$ cat src/rtl/dpe_pkg.sv
package dpe_pkg;

    // Phase count in quarter turns
    typedef logic [1:0] quarter_t;

    // Symbol sent when no data is available: no phase change
    localparam logic [1:0] FILL_SYM = 2'b01;

    function automatic quarter_t sym_to_quarters(input logic [1:0] sym);
        quarter_t q;
        case (sym)
            2'b00:   q = 2'd1;
            2'b01:   q = 2'd0;
            2'b11:   q = 2'd3;
            default: q = 2'd2;
        endcase
        return q;
    endfunction

endpackage

$ cat src/rtl/dpe_holding.sv
module dpe_holding #(
    parameter int BYTE_W = 8
) (
    input  logic              clk,
    input  logic              rst,
    input  logic              wr_en,
    input  logic [BYTE_W-1:0] wr_data,
    input  logic              take,
    output logic              full,
    output logic [BYTE_W-1:0] data,
    output logic              overrun
);

    typedef struct packed {
        logic              full;
        logic [BYTE_W-1:0] data;
        logic              ovr;
    } hold_t;

    hold_t st_d, st_q;

    always_comb begin
        st_d = st_q;
        if (take) begin
            st_d.full = 1'b0;
        end
        if (wr_en) begin
            if (st_q.full) begin
                st_d.ovr = 1'b1;
            end else begin
                st_d.full = 1'b1;
                st_d.data = wr_data;
            end
        end
    end

    always_ff @(posedge clk) begin
        if (rst) begin
            st_q <= '0;
        end else begin
            st_q <= st_d;
        end
    end

    assign full    = st_q.full;
    assign data    = st_q.data;
    assign overrun = st_q.ovr;

endmodule

$ cat src/rtl/dpe_shifter.sv
module dpe_shifter
    import dpe_pkg::*;
#(
    parameter int BYTE_W = 8
) (
    input  logic              clk,
    input  logic              rst,
    input  logic              sym_stb,
    input  logic              hold_full,
    input  logic [BYTE_W-1:0] hold_data,
    output logic              take,
    output logic [1:0]        sym,
    output logic              underrun
);

    localparam int SYMS  = BYTE_W / 2;
    localparam int CNT_W = (SYMS > 1) ? $clog2(SYMS) : 1;

    typedef struct packed {
        logic [BYTE_W-1:0] sh;
        logic [CNT_W-1:0]  left;
        logic              und;
    } shift_t;

    shift_t st_d, st_q;

    always_comb begin
        st_d = st_q;
        take = 1'b0;
        sym  = FILL_SYM;
        if (sym_stb) begin
            if (st_q.left != '0) begin
                sym       = st_q.sh[1:0];
                st_d.sh   = {2'b00, st_q.sh[BYTE_W-1:2]};
                st_d.left = st_q.left - 1'b1;
            end else if (hold_full) begin
                take      = 1'b1;
                sym       = hold_data[1:0];
                st_d.sh   = {2'b00, hold_data[BYTE_W-1:2]};
                st_d.left = CNT_W'(SYMS - 1);
            end else begin
                st_d.und  = 1'b1;
            end
        end
    end

    always_ff @(posedge clk) begin
        if (rst) begin
            st_q <= '0;
        end else begin
            st_q <= st_d;
        end
    end

    assign underrun = st_q.und;

endmodule

$ cat src/rtl/dpe_phase.sv
module dpe_phase
    import dpe_pkg::*;
(
    input  logic       clk,
    input  logic       rst,
    input  logic       emit,
    input  logic [1:0] sym,
    output quarter_t   phase_inc,
    output quarter_t   phase_abs,
    output logic       sym_valid
);

    typedef struct packed {
        quarter_t inc;
        quarter_t acc;
        logic     vld;
    } ph_t;

    ph_t st_d, st_q;

    always_comb begin
        st_d     = st_q;
        st_d.vld = 1'b0;
        if (emit) begin
            st_d.inc = sym_to_quarters(sym);
            st_d.acc = st_q.acc + st_d.inc;
            st_d.vld = 1'b1;
        end
    end

    always_ff @(posedge clk) begin
        if (rst) begin
            st_q <= '0;
        end else begin
            st_q <= st_d;
        end
    end

    assign phase_inc = st_q.inc;
    assign phase_abs = st_q.acc;
    assign sym_valid = st_q.vld;

endmodule

$ cat src/rtl/dibit_phase_encoder.sv
module dibit_phase_encoder #(
    parameter int BYTE_W = 8
) (
    input  logic              clk,
    input  logic              rst,
    input  logic              wr_en,
    input  logic [BYTE_W-1:0] wr_data,
    input  logic              sym_stb,
    output logic [1:0]        phase_inc,
    output logic [1:0]        phase_abs,
    output logic              sym_valid,
    output logic              underrun,
    output logic              overrun
);

    logic              hold_full;
    logic [BYTE_W-1:0] hold_data;
    logic              take;
    logic [1:0]        cur_sym;

    dpe_holding #(.BYTE_W(BYTE_W)) u_hold (
        .clk     (clk),
        .rst     (rst),
        .wr_en   (wr_en),
        .wr_data (wr_data),
        .take    (take),
        .full    (hold_full),
        .data    (hold_data),
        .overrun (overrun)
    );

    dpe_shifter #(.BYTE_W(BYTE_W)) u_shift (
        .clk       (clk),
        .rst       (rst),
        .sym_stb   (sym_stb),
        .hold_full (hold_full),
        .hold_data (hold_data),
        .take      (take),
        .sym       (cur_sym),
        .underrun  (underrun)
    );

    dpe_phase u_phase (
        .clk       (clk),
        .rst       (rst),
        .emit      (sym_stb),
        .sym       (cur_sym),
        .phase_inc (phase_inc),
        .phase_abs (phase_abs),
        .sym_valid (sym_valid)
    );

endmodule

$ cat config.mk
export PLATFORM = sky130hd
export DESIGN_NAME = dibit_phase_encoder
export DESIGN_NICKNAME = d
export VERILOG_FILES = /design/src/rtl/dpe_pkg.sv /design/src/rtl/dpe_holding.sv /design/src/rtl/dpe_shifter.sv /design/src/rtl/dpe_phase.sv /design/src/rtl/dibit_phase_encoder.sv
export SDC_FILE = /design/constraint.sdc
export NUM_CORES = 1
export LEC_CHECK = 0
export BUFFER_PORTS_ARGS = -buffer_cell sky130_fd_sc_hd__buf_4
export CAP_MARGIN = 20
export CELL_PAD_IN_SITES_DETAIL_PLACEMENT = 0
export CELL_PAD_IN_SITES_GLOBAL_PLACEMENT = 2
export CORE_ASPECT_RATIO = 0.7
export CORE_MARGIN = 5
export CORE_UTILIZATION = 29
export CTS_BUF_LIST = sky130_fd_sc_hd__clkbuf_16
export DETAILED_ROUTE_END_ITERATION = 10
export PLACE_DENSITY_LB_ADDON = 0.1
export SETUP_SLACK_MARGIN = 0.3
export SLEW_MARGIN = 5
export SYNTH_ARGS = -nofsm -noshare
export SYNTH_HDL_FRONTEND = slang
export SYNTH_SLANG_ARGS = --single-unit
$ cat constraint.sdc
create_clock -name clk -period 2.13 [get_ports clk]
set_input_delay 0.1065 -clock clk [delete_from_list [all_inputs] [get_ports clk]]
set_output_delay 0.1065 -clock clk [all_outputs]
set_load 0.1 [all_outputs]
==> impl_metrics.csv, run 1 <==
group,metric,value,unit
status,status,"finished clean",
placement,pre_cts_slack,0.00800,ns
finish,fin_area,1400,µm²
logic_synthesis,ys_ff_latch,24,
power,internal_power,0.000989,W
detailed_routing,detailedRoute.firstIterationViolations,57,
worst_hold_path,min_path_cells,3,
timing,grt_setup_unrepaired,"true",
global_routing,grt_pass1_vias,795,
power,finalPower,0.00136,W
timing,timing.hold.ws,0.0802,ns
finish,final_util,39.8,%
worst_hold_path,hp-class,"primary input to flop",
detailed_routing,drc_errors,0,
critical_path,crit_path_end_kind,"flop",
clock_tree,h-tree-depth,1,
detailed_routing,vias,807,
timing,post-route-period-util,96.2,%
global_routing,grt_overflow,0,
logic_synthesis,synth_edf_count,0,
run,maxCapViolCount,0,
finish,final.fill_count,394,
floorplan,initial_core_util,30.0,%
floorplan,dieArea,4960,µm²
logic_synthesis,synth_mux_area_share,12.4,%
logic_synthesis,synth_area_per_cell,9.49,µm²
power,power_switching,0.000371,W
worst_hold_path,hp-start,"wr_data[3]",
clock_tree,clkLatencyLatePin,0.26,ns
power,powerDensity,973,nW/µm²
global_routing,grt_pass1_wl,3760,µm
critical_path,rrSetupSlack,0.08,ns
timing,finalSetupViolations,0,
critical_path,start_kind,"flop",
critical_path,crit_arrival,2.25,ns
detailed_routing,wl_per_cell,11.8,µm
detailed_routing,via_per_inst,4.46,
detailed_routing,firstDrtPassIters,4,
logic_synthesis,seq_area_frac_synth,45.6,%
logic_synthesis,synth_xor_xnor_area_share,0,%
timing,tightest_slew,0.366,ns
finish,antenna_cells,0,
clock_tree,hold_buffers,0,
critical_path,reg2regPathDepth,10,
finish,layout-drive-gt1-share,32.1,%
critical_path,cp.required,2.33,ns
logic_synthesis,synth_nets,127,
logic_synthesis,yosys_warnings,0,
timing,relSlewSlack,75.6,%
logic_synthesis,yosys.area.top_type_share,45.6,%
timing,clock.fmax,488,MHz
placement,gp_congestion,0.685,
logic_synthesis,yosysMostFrequentCell,"dfxtp_1",
timing,period_minus_slack,2.05,ns
timing,skew,0.00391,ns
power,power_frac_clock,39.0,%
placement,io_buffers,18,
detailed_routing,routed_wl,2130,µm
placement,dpl_cell_area,1260,µm²
placement,dpl.hpwl,1540,µm
clock_tree,cts.clk_slew.worst_paths,0.06,ns
power,peakVddDrop,428,µV
logic_synthesis,synthAdderAreaFrac,4.75,%
logic_synthesis,synth_compound_area_share,17.0,%
finish,area_delta_synth_final,32.7,%
clock_tree,clock_path_buffers,2,
logic_synthesis,syn-instance-count,111,
detailed_routing,ant_nets,0,
floorplan,io_pins,19,
global_routing,grt_antenna_before_repair,0,
logic_synthesis,synthFlopType,"dfxtp_1",
logic_synthesis,yosysTopAreaCell,"dfxtp_1",
logic_synthesis,syn-cell-area,1050,µm²
clock_tree,numCtsBuffers,3,
finish,nets,148,
logic_synthesis,yosys.area_share.simple,14.5,%
power,pwr-share-seq,37.5,%
timing,fin_ws,0.0806,ns
critical_path,r2r-end,"u_phase.phase_abs[1]",
logic_synthesis,async_flop_share,0,%
critical_path,worst-path-max-fanout,7,
logic_synthesis,synth_commonest_cells,"dfxtp_1 (24), nor2_1 (18), mux2i_1 (13)",
clock_tree,cts_sinks,24,
logic_synthesis,ys_types,27,
critical_path,critPathKind,"flop to flop",
clock_tree,cts_tree,"yes",
timing,final_hold_viol_count,0,
power,p_leak,0.596,nW
floorplan,core_area,3510,µm²
logic_synthesis,synthTopCellsByArea,"dfxtp_1 (46%), mux2i_1 (12%), nor2_1 (6.4%)",
global_routing,track_usage,10.1,%
timing,slew_violations,0,
logic_synthesis,synth_top_family_by_area,"compound AO/OA/AOI/OAI gates",
clock_tree,root_buffer,"clkbuf_16",
power,swShare,27.3,%
floorplan,die_h,60.4,µm
power,combinationalPowerShare,23.5,%
worst_hold_path,worstHoldEndpoint,"u_hold.data[3]",
floorplan,die_w,82.0,µm
critical_path,regToRegStartpoint,"u_shift.st_q[2]",
global_routing,grt_start_max_net_pins,26,
floorplan,num_rows,18,
==> worst max-delay path, cell delays in order (launching register included) <==
cell	delay, ns
dfxtp_2	0.32
inv_2	0.06
ha_4	0.17
nor3b_4	0.19
o21ai_1	0.10
ha_1	0.32
inv_2	0.05
ha_4	0.15
or3_4	0.33
a311oi_2	0.20
a41o_1	0.11
==> through the flow <==
| step | cells | TNS, ns |
|---|---|---|
| 2_1_floorplan | 111 | 0 |
| 3_3_place_gp | 174 | 0 |
| 3_5_place_dp | 174 | 0 |
| 4_1_cts | 181 | 0 |
| 5_1_grt | 181 | -0.0852 |
| 6_report | 181 | 0 |
==> flip-flops by register name, indices dropped and copies added, names as in the netlist <==
| name | count |
|---|---|
| u_hold.data | 8 |
| u_shift.st_q | 8 |
| u_phase.phase_abs | 2 |
| u_phase.phase_inc | 2 |
| u_hold.full | 1 |
| u_hold.overrun | 1 |
| u_phase.sym_valid | 1 |
| u_shift.underrun | 1 |
==> power by group through the flow <==
stage	logic (W)	clock network [W]	registers (W)
after global placement	0.000303	0	0.000519
after global routing	0.000350	0.000565	0.000515
after CTS	0.000320	0.000548	0.000508
after floorplan	0.000167	0	0.000595
after detailed placement	0.000306	0	0.000519
final	0.000319	0.000530	0.000510
==> layer usage <==
layer | track usage, % | vias up | share of wire (%)
li1 | - | 421 | -
met1 | 14.3 | 369 | 54
met2 | 14.3 | 15 | 40
met3 | 4.15 | 2 | 5.8
met4 | 2.13 | 0 | 0.37
met5 | 0 | - | 0
==> area by class of cell <==
| class | instances | area [µm²] | share of cell area (%) |
|---|---|---|---|
| multi-input cells | 74 | 548 | 39.2 |
| well taps | 50 | 62.6 | 4.48 |
| flip-flops and latches | 24 | 483 | 34.6 |
| clock inverters | 1 | 30.0 | 2.15 |
| inverters | 5 | 18.8 | 1.34 |
| repair buffers | 24 | 180 | 12.9 |
| clock buffers | 3 | 75.1 | 5.37 |
==> cell usage in the layout (no fill, tap or decap), types with 2 or more instances in the layout <==
master	Yosys	layout
nand2b_1	2	2
nor3_1	2	2
dfxtp_2	0	2
mux2i_1	13	13
buf_4	0	24
dfxtp_1	24	22
a21oi_1	9	9
nand2_1	3	3
nor2b_1	2	2
a211oi_1	6	6
ha_4	0	2
inv_2	0	3
inv_1	5	2
clkbuf_16	0	3
a21bo_2	2	2
ha_1	4	2
nor2_1	18	18
==> how the worst max path moves through the flow <==
stage / depth (start not counted) / startpoint / endpoint / slack (ns)
after detailed placement: 10 / u_shift.st_q[2] / u_phase.phase_abs[1] / 0.008
final: 10 / u_shift.st_q[2] / u_phase.phase_abs[1] / 0.08
after floorplan: 11 / u_shift.st_q[2] / u_phase.phase_abs[1] / 0.05
after global routing: 10 / u_shift.st_q[2] / u_phase.phase_abs[1] / -0.09
after CTS: 10 / u_shift.st_q[1] / u_phase.phase_abs[1] / 0.04
after global placement: 10 / u_shift.st_q[2] / u_phase.phase_abs[1] / 0.06
==> what timing repair did <==
| action | 4_1_cts | 5_1_grt |
|---|---|---|
| setup buffers | 3 | 0 |
| setup endpoints to repair | 1 | 2 |
| gates resized for setup | 0 | 3 |
| pin swaps | 5 | 4 |
==> cells by family after synthesis <==
logic type / after synthesis
AND/OR/NAND/NOR: 32
buffers and inverters: 13
AO/OA/AOI/OAI: 25
adder cells (fa/ha/maj): 4
flip-flops: 24
multiplexers: 13
Power figures use the tool's default switching activity.
==> inputs of run 2 (changes only) <==
CORE_UTILIZATION = 32   (was 29)
clock period = 2.1 ns   (was 2.13 ns; I/O delays follow)
==> impl_metrics.csv, run 2 (synthesized netlist as in run 1, its figures left out) <==
group,metric,value,unit
status,status,"finished clean",
worst_hold_path,hp-class,"primary input to flop",
detailed_routing,detailedRoute.firstIterationViolations,26,
timing,tightest_slew,0.340,ns
detailed_routing,wl_per_cell,12.3,µm
finish,layout_common_cells,"buf_4 (25), dfxtp_1 (23), nor2_1 (18), mux2i_1 (13), a21oi_1 (9)",
critical_path,path_cells,"inv_2 > ha_4 > nor3b_4 > o21ai_1 > ha_1 > inv_2 > ha_4 > or3_4 > a311oi_2 > a41o_1",
detailed_routing,vias,788,
critical_path,worst-path-max-fanout,7,
global_routing,grt_pass1_vias,786,
clock_tree,clock_path_buffers,2,
global_routing,gr-usage-met3,4.19,%
clock_tree,numCtsBuffers,3,
clock_tree,cts_sinks,24,
timing,finalSetupViolations,0,
global_routing,use_met2,14.6,%
finish,nets,149,
clock_tree,root_buffer,"clkbuf_16",
floorplan,initial_core_util,33.5,%
timing,final_hold_viol_count,0,
floorplan,io_pins,19,
floorplan,die_w,78.6,µm
critical_path,slowest_stage,"or3_4",
finish,final_common_cell,"buf_4",
placement,gp_congestion,0.712,
global_routing,track_usage,9.96,%
run,maxCapViolCount,0,
floorplan,core_area,3150,µm²
floorplan,num_rows,17,
global_routing,grt_pass1_wl,3560,µm
detailed_routing,ant_nets,0,
floorplan,die_h,58.0,µm
clock_tree,cts.clk_slew.worst_paths,0.07,ns
placement,io_buffers,18,
global_routing,grt_antenna_before_repair,0,
detailed_routing,via_per_inst,4.64,
critical_path,cp_num_buf_inv,2,
critical_path,start_kind,"flop",
timing,relSlewSlack,77.3,%
critical_path,crit_path_end_kind,"flop",
timing,clock.fmax,490,MHz
timing,post-route-period-util,97.3,%
timing,period_minus_slack,2.04,ns
clock_tree,cts_tree,"yes",
detailed_routing,drc_errors,0,
finish,final.fill_count,308,
timing,fin_ws,0.0577,ns
global_routing,grt_start_max_net_pins,26,
timing,skew,0.00794,ns
clock_tree,h-tree-depth,1,
placement,pre_cts_slack,-0.0399,ns
global_routing,grt_overflow,0,
detailed_routing,firstDrtPassIters,4,
placement,dpl.hpwl,1500,µm
finish,final_util,44.2,%
finish,layout-drive-gt1-share,32.6,%
global_routing,gr-usage-met1,13.3,%
critical_path,cp_slowest_stage_delay,0.33,ns
finish,antenna_cells,0,
critical_path,crit_arrival,2.24,ns
critical_path,crit_family,"adder cells",
clock_tree,hold_buffers,0,
finish,area_delta_synth_final,32.2,%
power,p_leak,0.601,nW
power,peakVddDrop,355,µV
global_routing,grt-busiest-layer,"met2",
floorplan,dieArea,4560,µm²
power,powerDensity,997,nW/µm²
critical_path,critPathKind,"flop to flop",
clock_tree,clkLatencyLatePin,0.26,ns
timing,grt_setup_unrepaired,"true",
timing,slew_violations,0,
critical_path,cp.required,2.30,ns
detailed_routing,routed_wl,2100,µm
## run 2: cell count changes in the layout (fill, tap and decap cells not counted)
cell	change
a21boi_1	-1
a21boi_2	+1
buf_4	+1
dfxtp_1	+1
dfxtp_2	-1
## run 2: path summary, 6_finish.rpt
| path | slack [ns] | end | startpoint | depth (start not counted) |
|---|---|---|---|---|
| hold reg to reg | 0.46 | u_shift.st_q[8] | u_hold.data[7] | 2 |
| setup reg to reg | 0.06 | u_phase.phase_abs[1] | u_shift.st_q[1] | 10 |
| setup / recovery | 0.06 | u_phase.phase_abs[1] | u_shift.st_q[1] | 10 |
| hold / removal | 0.08 | u_hold.data[3] | wr_data[3] | 3 |
## run 2: cell type report
cell class | instances | area [µm²] | share of cell area, %
Multi-Input combinational cell | 74 | 552 | 39.6
Sequential cell | 24 | 482 | 34.6
Timing Repair Buffer | 25 | 188 | 13.5
Clock buffer | 3 | 75.1 | 5.39
Tap cell | 38 | 47.5 | 3.41
Clock inverter | 1 | 30.0 | 2.16
Inverter | 5 | 18.8 | 1.35
## run 2: timing repair
item | CTS | global route
setup buffers | 4 | 0
cloned | 0 | 0
setup endpoints to repair | 2 | 2
resized for setup | 0 | 3
hold endpoints to repair | 0 | 0
pin swaps | 5 | 3
## run 2: layer usage
metal | part of all wire [%] | wire length, µm
met1 | 52 | 1100
met3 | 5.0 | 105
met2 | 42 | 879
met4 | 0.57 | 12
met5 | 0 | 0
## run 2: worst reg2reg max path, delay by kind of cell (launching register included)
family | cells | cell delay (ns)
fa+ha+maj | 3 | 0.64
buf+inv | 2 | 0.12
flops | 1 | 0.32
simple gates | 2 | 0.52
compound gates | 3 | 0.39
## run 2: power by group
| group | switching (W) | internal, W |
|---|---|---|
| logic | 0.000194 | 0.000135 |
| registers | 0.0000236 | 0.000494 |
| clock network | 0.000164 | 0.000379 |
| total | 0.000381 | 0.00101 |
## run 2: through the flow
stage,setup TNS (ns),power [W],hold slack [ns],cell area [µm²],std cells
finish,0,0.00139,0.0755,1390,170
global route,-0.122,0.00145,0.0770,1390,170
detailed placement,-0.0399,0.000835,0.346,1240,162
global placement,0,0.000833,0.338,1240,162
CTS,0,0.00140,0.0747,1380,170
floorplan,0,0.000772,0.250,1090,111
